===== src/rtl/seg_desc_pkg.sv =====
package seg_desc_pkg;

    localparam int DESC_W     = 64;
    localparam int BASE_W     = 32;
    localparam int LIM_W      = 20;
    localparam int GRAN_SHIFT = 12;
    localparam int ATTR_W     = 8;

    typedef enum logic [1:0] {
        TGT_CODE  = 2'd0,
        TGT_STACK = 2'd1,
        TGT_DATA  = 2'd2,
        TGT_RSVD  = 2'd3
    } seg_tgt_e;

    typedef enum logic [1:0] {
        FLT_NONE = 2'd0,
        FLT_GP   = 2'd1,
        FLT_NP   = 2'd2
    } seg_fault_e;

    typedef struct packed {
        logic [BASE_W-1:0] base;
        logic [LIM_W-1:0]  limit;
        logic [BASE_W-1:0] limit_eff;
        logic              gran;
        logic              dflt;
        logic              avl;
        logic              present;
        logic [1:0]        dpl;
        logic              s_flag;
        logic              exec;     // E
        logic              dir_conf; // C for code, ED for data
        logic              rw;       // R for code, W for data
        logic              accessed;
        logic [ATTR_W-1:0] attr;
    } seg_rec_t;

    function automatic logic [BASE_W-1:0] expand_limit(input logic [LIM_W-1:0] lim,
                                                       input logic g);
        logic [BASE_W-1:0] r;
        if (g)
            r = {lim, {GRAN_SHIFT{1'b1}}};
        else
            r = {{(BASE_W-LIM_W){1'b0}}, lim};
        return r;
    endfunction

endpackage


===== src/rtl/seg_desc_unpack.sv =====
module seg_desc_unpack
    import seg_desc_pkg::*;
(
    input  logic [DESC_W-1:0] desc,
    output seg_rec_t          rec
);
    logic [31:0] lo_w;
    logic [31:0] hi_w;
    logic [7:0]  attr;

    assign lo_w = desc[31:0];
    assign hi_w = desc[63:32];
    assign attr = hi_w[15:8];

    always_comb begin
        rec           = '0;
        rec.base      = {hi_w[31:24], hi_w[7:0], lo_w[31:16]};
        rec.limit     = {hi_w[19:16], lo_w[15:0]};
        rec.gran      = hi_w[23];
        rec.dflt      = hi_w[22];
        rec.avl       = hi_w[20];
        rec.limit_eff = expand_limit(rec.limit, rec.gran);
        rec.present   = attr[7];
        rec.dpl       = attr[6:5];
        rec.s_flag    = attr[4];
        rec.exec      = attr[3];
        rec.dir_conf  = attr[2];
        rec.rw        = attr[1];
        rec.accessed  = attr[0];
        rec.attr      = attr;
    end
endmodule


===== src/rtl/seg_desc_check.sv =====
module seg_desc_check
    import seg_desc_pkg::*;
(
    input  seg_tgt_e   tgt,
    input  seg_rec_t   rec,
    output seg_fault_e fault
);
    logic type_ok;

    always_comb begin
        unique case (tgt)
            TGT_CODE:  type_ok = rec.s_flag && rec.exec;
            TGT_STACK: type_ok = rec.s_flag && !rec.exec && rec.rw;
            TGT_DATA:  type_ok = rec.s_flag && (!rec.exec || rec.rw);
            default:   type_ok = 1'b0;
        endcase
        // class/type failure outranks absence
        if (!type_ok)
            fault = FLT_GP;
        else if (!rec.present)
            fault = FLT_NP;
        else
            fault = FLT_NONE;
    end
endmodule


===== src/rtl/seg_desc_loader.sv =====
module seg_desc_loader
    import seg_desc_pkg::*;
#(
    parameter logic [7:0] NP_VECTOR = 8'd11,
    parameter logic [7:0] GP_VECTOR = 8'd13
) (
    input  logic        clk,
    input  logic        rst,
    input  logic        req_valid,
    output logic        req_ready,
    input  logic [1:0]  req_target,
    input  logic [63:0] req_desc,
    output logic        wb_valid,
    input  logic        wb_ready,
    output logic [7:0]  wb_byte,
    output logic        rsp_valid,
    output logic [1:0]  rsp_fault,
    output logic [7:0]  rsp_vector,
    output logic [1:0]  rec_target,
    output logic [31:0] rec_base,
    output logic [19:0] rec_limit,
    output logic [31:0] rec_limit_eff,
    output logic        rec_gran,
    output logic        rec_dflt,
    output logic        rec_avl,
    output logic [1:0]  rec_dpl,
    output logic [2:0]  rec_type,
    output logic        rec_accessed
);
    typedef enum logic [1:0] {ST_IDLE, ST_CHECK, ST_WB, ST_RESP} st_e;

    st_e               state;
    logic [DESC_W-1:0] desc_q;
    seg_tgt_e          tgt_q;
    seg_fault_e        fault_q;
    seg_rec_t          rec_c;
    seg_rec_t          rec_q;
    seg_tgt_e          rec_tgt_q;
    seg_fault_e        fault_c;

    seg_desc_unpack u_unpack (
        .desc (desc_q),
        .rec  (rec_c)
    );

    seg_desc_check u_check (
        .tgt   (tgt_q),
        .rec   (rec_c),
        .fault (fault_c)
    );

    always_ff @(posedge clk) begin
        if (rst) begin
            state     <= ST_IDLE;
            desc_q    <= '0;
            tgt_q     <= TGT_CODE;
            fault_q   <= FLT_NONE;
            rec_q     <= '0;
            rec_tgt_q <= TGT_CODE;
        end else begin
            unique case (state)
                ST_IDLE: begin
                    if (req_valid) begin
                        desc_q <= req_desc;
                        tgt_q  <= seg_tgt_e'(req_target);
                        state  <= ST_CHECK;
                    end
                end
                ST_CHECK: begin
                    fault_q <= fault_c;
                    if (fault_c != FLT_NONE) begin
                        state <= ST_RESP;
                    end else begin
                        rec_q          <= rec_c;
                        rec_q.accessed <= 1'b1;
                        rec_tgt_q      <= tgt_q;
                        state          <= rec_c.accessed ? ST_RESP : ST_WB;
                    end
                end
                ST_WB: begin
                    if (wb_ready)
                        state <= ST_RESP;
                end
                default: state <= ST_IDLE;
            endcase
        end
    end

    always_comb begin
        unique case (fault_q)
            FLT_GP:  rsp_vector = GP_VECTOR;
            FLT_NP:  rsp_vector = NP_VECTOR;
            default: rsp_vector = 8'd0;
        endcase
    end

    assign req_ready     = (state == ST_IDLE);
    assign wb_valid      = (state == ST_WB);
    assign wb_byte       = {rec_c.attr[7:1], 1'b1};
    assign rsp_valid     = (state == ST_RESP);
    assign rsp_fault     = fault_q;
    assign rec_target    = rec_tgt_q;
    assign rec_base      = rec_q.base;
    assign rec_limit     = rec_q.limit;
    assign rec_limit_eff = rec_q.limit_eff;
    assign rec_gran      = rec_q.gran;
    assign rec_dflt      = rec_q.dflt;
    assign rec_avl       = rec_q.avl;
    assign rec_dpl       = rec_q.dpl;
    assign rec_type      = {rec_q.exec, rec_q.dir_conf, rec_q.rw};
    assign rec_accessed  = rec_q.accessed;
endmodule


===== config.mk =====
export PLATFORM = sky130hd
export DESIGN_NAME = seg_desc_loader
export DESIGN_NICKNAME = d
export VERILOG_FILES = /design/src/rtl/seg_desc_pkg.sv /design/src/rtl/seg_desc_unpack.sv /design/src/rtl/seg_desc_check.sv /design/src/rtl/seg_desc_loader.sv
export SDC_FILE = /design/constraint.sdc
export NUM_CORES = 1
export LEC_CHECK = 0
export ABC_AREA = 1
export CAP_MARGIN = 5
export CORE_UTILIZATION = 45
export CTS_BUF_LIST = sky130_fd_sc_hd__clkbuf_4
export CTS_CLUSTER_DIAMETER = 30
export DETAILED_ROUTE_END_ITERATION = 6
export GPL_ROUTABILITY_DRIVEN = 1
export GPL_TIMING_DRIVEN = 0
export PLACE_DENSITY_LB_ADDON = 0.08
export SYNTH_ARGS = -nofsm -noshare
export SYNTH_HDL_FRONTEND = slang
export SYNTH_HIERARCHICAL = 1
export SYNTH_SLANG_ARGS = --single-unit
export TNS_END_PERCENT = 10

===== constraint.sdc =====
create_clock -name clk -period 1.5 [get_ports clk]
set_input_delay 0.15 -clock clk [delete_from_list [all_inputs] [get_ports clk]]
set_output_delay 0.15 -clock clk [all_outputs]
set_load 0.05 [all_outputs]

==> results of run 1 <==
-- path summary, 6_finish.rpt --
check                     from      endpoint  slack, ns  cells past startpoint
hold / removal    req_desc[47]    desc_q[47]       0.17                      3
setup reg to reg    desc_q[43]   rec_base[7]      -0.24                     12
hold reg to reg   rec_base[16]  rec_base[16]       0.49                      2
setup / recovery    desc_q[43]   rec_base[7]      -0.24                     12
-- state kept, by name, indices dropped and copies added, names as in the netlist --
signal	count
desc_q	63
rec_accessed	1
rec_avl	1
rec_base	32
rec_dflt	1
rec_dpl	2
rec_gran	1
rec_limit	20
rec_limit_eff	32
rec_target	2
rec_type	3
rsp_fault	2
state	2
tgt_q	2
-- layout make-up --
class | instances | share of cell area (%)
sequential | 164 | 36.43
multi-input combinational | 569 | 29.62
timing repair buffer | 188 | 15.80
buffer | 130 | 11.20
tap | 184 | 2.541
clock inverter | 14 | 1.533
clock buffer | 18 | 1.492
inverter | 29 | 1.381
-- worst reg2reg max path: cells and delay by family, from the launching register on --
kind | cells | cell delay, ns
flops | 1 | 0.36
simple gates | 7 | 0.61
compound gates | 1 | 0.17
buf+inv | 4 | 0.50
-- power breakdown --
part / switching (mW) / internal (mW)
clock network: 1.56 / 0.990
logic: 3.14 / 2.35
registers: 0.600 / 5.13
total: 5.29 / 8.46
-- cell usage in the layout, fill, tap and decap left out, types with 2 or more instances in the layout --
cell and n:
sky130_fd_sc_hd__a21oi_1 4, sky130_fd_sc_hd__buf_12 7, sky130_fd_sc_hd__buf_2 106, sky130_fd_sc_hd__buf_4 95
sky130_fd_sc_hd__buf_6 14, sky130_fd_sc_hd__buf_8 6, sky130_fd_sc_hd__bufinv_16 2, sky130_fd_sc_hd__clkbuf_1 15
sky130_fd_sc_hd__clkbuf_16 2, sky130_fd_sc_hd__clkbuf_2 4, sky130_fd_sc_hd__clkbuf_4 19, sky130_fd_sc_hd__clkdlybuf4s50_1 68
sky130_fd_sc_hd__clkinv_1 2, sky130_fd_sc_hd__clkinv_2 3, sky130_fd_sc_hd__clkinv_4 3, sky130_fd_sc_hd__clkinvlp_4 5
sky130_fd_sc_hd__conb_1 5, sky130_fd_sc_hd__dfxtp_1 156, sky130_fd_sc_hd__dfxtp_2 5, sky130_fd_sc_hd__dfxtp_4 3
sky130_fd_sc_hd__ha_1 3, sky130_fd_sc_hd__ha_4 4, sky130_fd_sc_hd__inv_1 23, sky130_fd_sc_hd__inv_4 3
sky130_fd_sc_hd__nand2_1 48, sky130_fd_sc_hd__nand2_2 2, sky130_fd_sc_hd__nor2_1 291, sky130_fd_sc_hd__nor2_2 22
sky130_fd_sc_hd__nor2_4 12, sky130_fd_sc_hd__o21ai_0 86, sky130_fd_sc_hd__o21ai_1 71, sky130_fd_sc_hd__o21ai_2 4
sky130_fd_sc_hd__or2_1 10, sky130_fd_sc_hd__or2_2 3
-- metrics by stage --
step,cells,hold WS (ns)
final,1296,0.1718
after global routing,1296,0.1422
after CTS,1291,0.1317
after detailed placement,1255,0.4605
after global placement,1255,0.4573
after floorplan,892,0.2191
-- metal layers --
layer  GRT usage (%)  vias up  routed length [um]
li1                -     3139                   -
met1           24.80     2562                7215
met2           36.66      159                8344
met3           7.302       14                1058
met4           7.016        0                 191
met5               0        -                   0
-- repair_timing --
item / 4_1_cts / 5_1_grt
gates cloned: 0 / 2
setup endpoints to repair: 242 / 202
buffers inserted: 4 / 3
pin swaps: 3 / 8
endpoints found under the hold margin: 0 / 0
gates resized for setup: 472 / 263
==> results.txt, run 1 <==
* Part of the cycle the worst path needs: 115.9%
- Largest incremental delay on the critical path: roughly 0.36 ns
- Path type of the worst setup path: reg -> reg
- Final setup viols: between 90 and 100
* Layout cells sized above 1: a little under 30%
- Total of hold buffers inserted after clock tree synthesis: 0
- Summing all non-filler instances in the final layout gives an area of 9060 um^2.
- The number of global-route vias before repair came to 5272.
* Violated checks: negative setup slack
- Summing all multi-input logic gate instances after layout gives approximately 2700 um^2.
- The number of clock buffers added by TritonCTS is 17.
- Dpl hpwl: between 10000 and 15000 um
* CTS Buffer Depth: 2
- At the end of routability-driven placement, the weighted congestion stood at about 0.85.
* Global-route wire length before repair: around 26000 um
* Initial antenna violation count: 0
- The cell sitting at the root of the clock tree is a sky130_fd_sc_hd__clkbuf_4.
- The detail route stage leaves a number of antenna-violating nets equal to 0.
- Kind of cell adding the most delay to the critical path: simple AND/OR/NAND/NOR gates
- The total area inside the core boundary comes to 14590 um^2.
* Average footprint of a synthesized cell: 7.572 um^2
- Boundary pin count: between 150 and 200
- DRC marker count from the first detailed-route iteration: 250
- Data arrives at the worst endpoint at ~2.2 ns.
- Entering global routing, the biggest net connects 17 pins.
- Number of slew-limit violations in the final report: 0
- Critical path endpoint category: flip-flop
- After global routing the overflow that remains totals 0.
- CTS built an H-tree with a depth of 4.
* Summed instance area of the synthesized netlist: about 6700 um^2
* CP Data Required Time: 1.97 ns
* Row count: between 40 and 50
* Max-cap violations: 0
- Chip Height: 124.3 um
- Max FO, Critical Path: 8
* Area added between synthesis and finish: 34.59%
- Setup slack on the critical path of the routed design comes to -0.2380 ns.
- Using the TritonRoute via totals, the vias-per-cell ratio works out to approximately 4.5.
* Path class of the lowest-slack min-delay path: in -> reg
* Ys Warns: 6
- Total wire length: between 15000 and 20000 um
- Setup slack after placement: -0.3764 ns
* Kind of start point of the critical path: flip-flop
- Clock-pin slew reported for the worst setup and hold paths after clock tree synthesis: about 0.14 ns
- Maximum clock frequency: between 500 and 600 MHz
* Fillcell total: 1377
- Post-route core utilization: 62.10%
* CTS tree: yes
- At the later pin of the worst-skew pair, clock insertion delay measures approximately 0.56 ns.
- The flow ran to the end, but the final reports show violations.
- Instance count of the mapped netlist: 889
- Critical path, cell by cell: buf_6 -> nor2_2 -> a21oi_2 -> nand3_4 -> nor2_4 -> nor2_4 -> nand2_4 -> inv_6 -> buf_12 -> clkbuf_16 -> nor2_1 -> nor2_1
- The floorplan step set the die width to 124.3 um.
* Net count reported at finish: 1176
- Combined flip-flop and latch cell area: between 3000 and 4000 um^2
* Antenna diode count: 0
* Final routed DRC violation total: 0
- The floorplan step defined a die boundary enclosing ~15000 um^2.
- Final Total Pwr: ~14 mW
* Sinks on the clock net: about 160
- Port buffering added approximately 180 buffers.
- Leakage power: around 4.2 nW
* Slowest stage cell, crit path: sky130_fd_sc_hd__dfxtp_2
* Overall routing resource usage: 21.38%
* Placed Instance Area: approximately 8800 um^2
- Across the routed clock network, the largest skew measured is 0.01505 ns.
* Final Hold Viols: 0
- The initial utilization of the core area, before any placement, comes to a little under half.
- Setup repair after global routing missed its margin: yes
* Power per cell area: between 1500 and 2000 nW/um^2
- The smallest clock period supported by the final layout is computed as between 1.5 and 2 ns.
- Maximum ir drop on the vdd rail: 0.9060 mV
* Router iterations before antenna repair: 4
- The routed layout has approximately 6000 vias.
- The number of buffers and inverters on the critical path is 4.
* Detail-routed net length per standard cell: between 10 and 15 um
* Post-Route Setup TNS: -15.34 ns
Note: power is estimated with default switching activity, not from simulation.
==> run 2, diff against run 1 <==
Settings changed: ABC_CLOCK_PERIOD_IN_PS set to 1500.
==> results of run 2 <==
Final layout, timing and power as in run 1 (identical DEF).
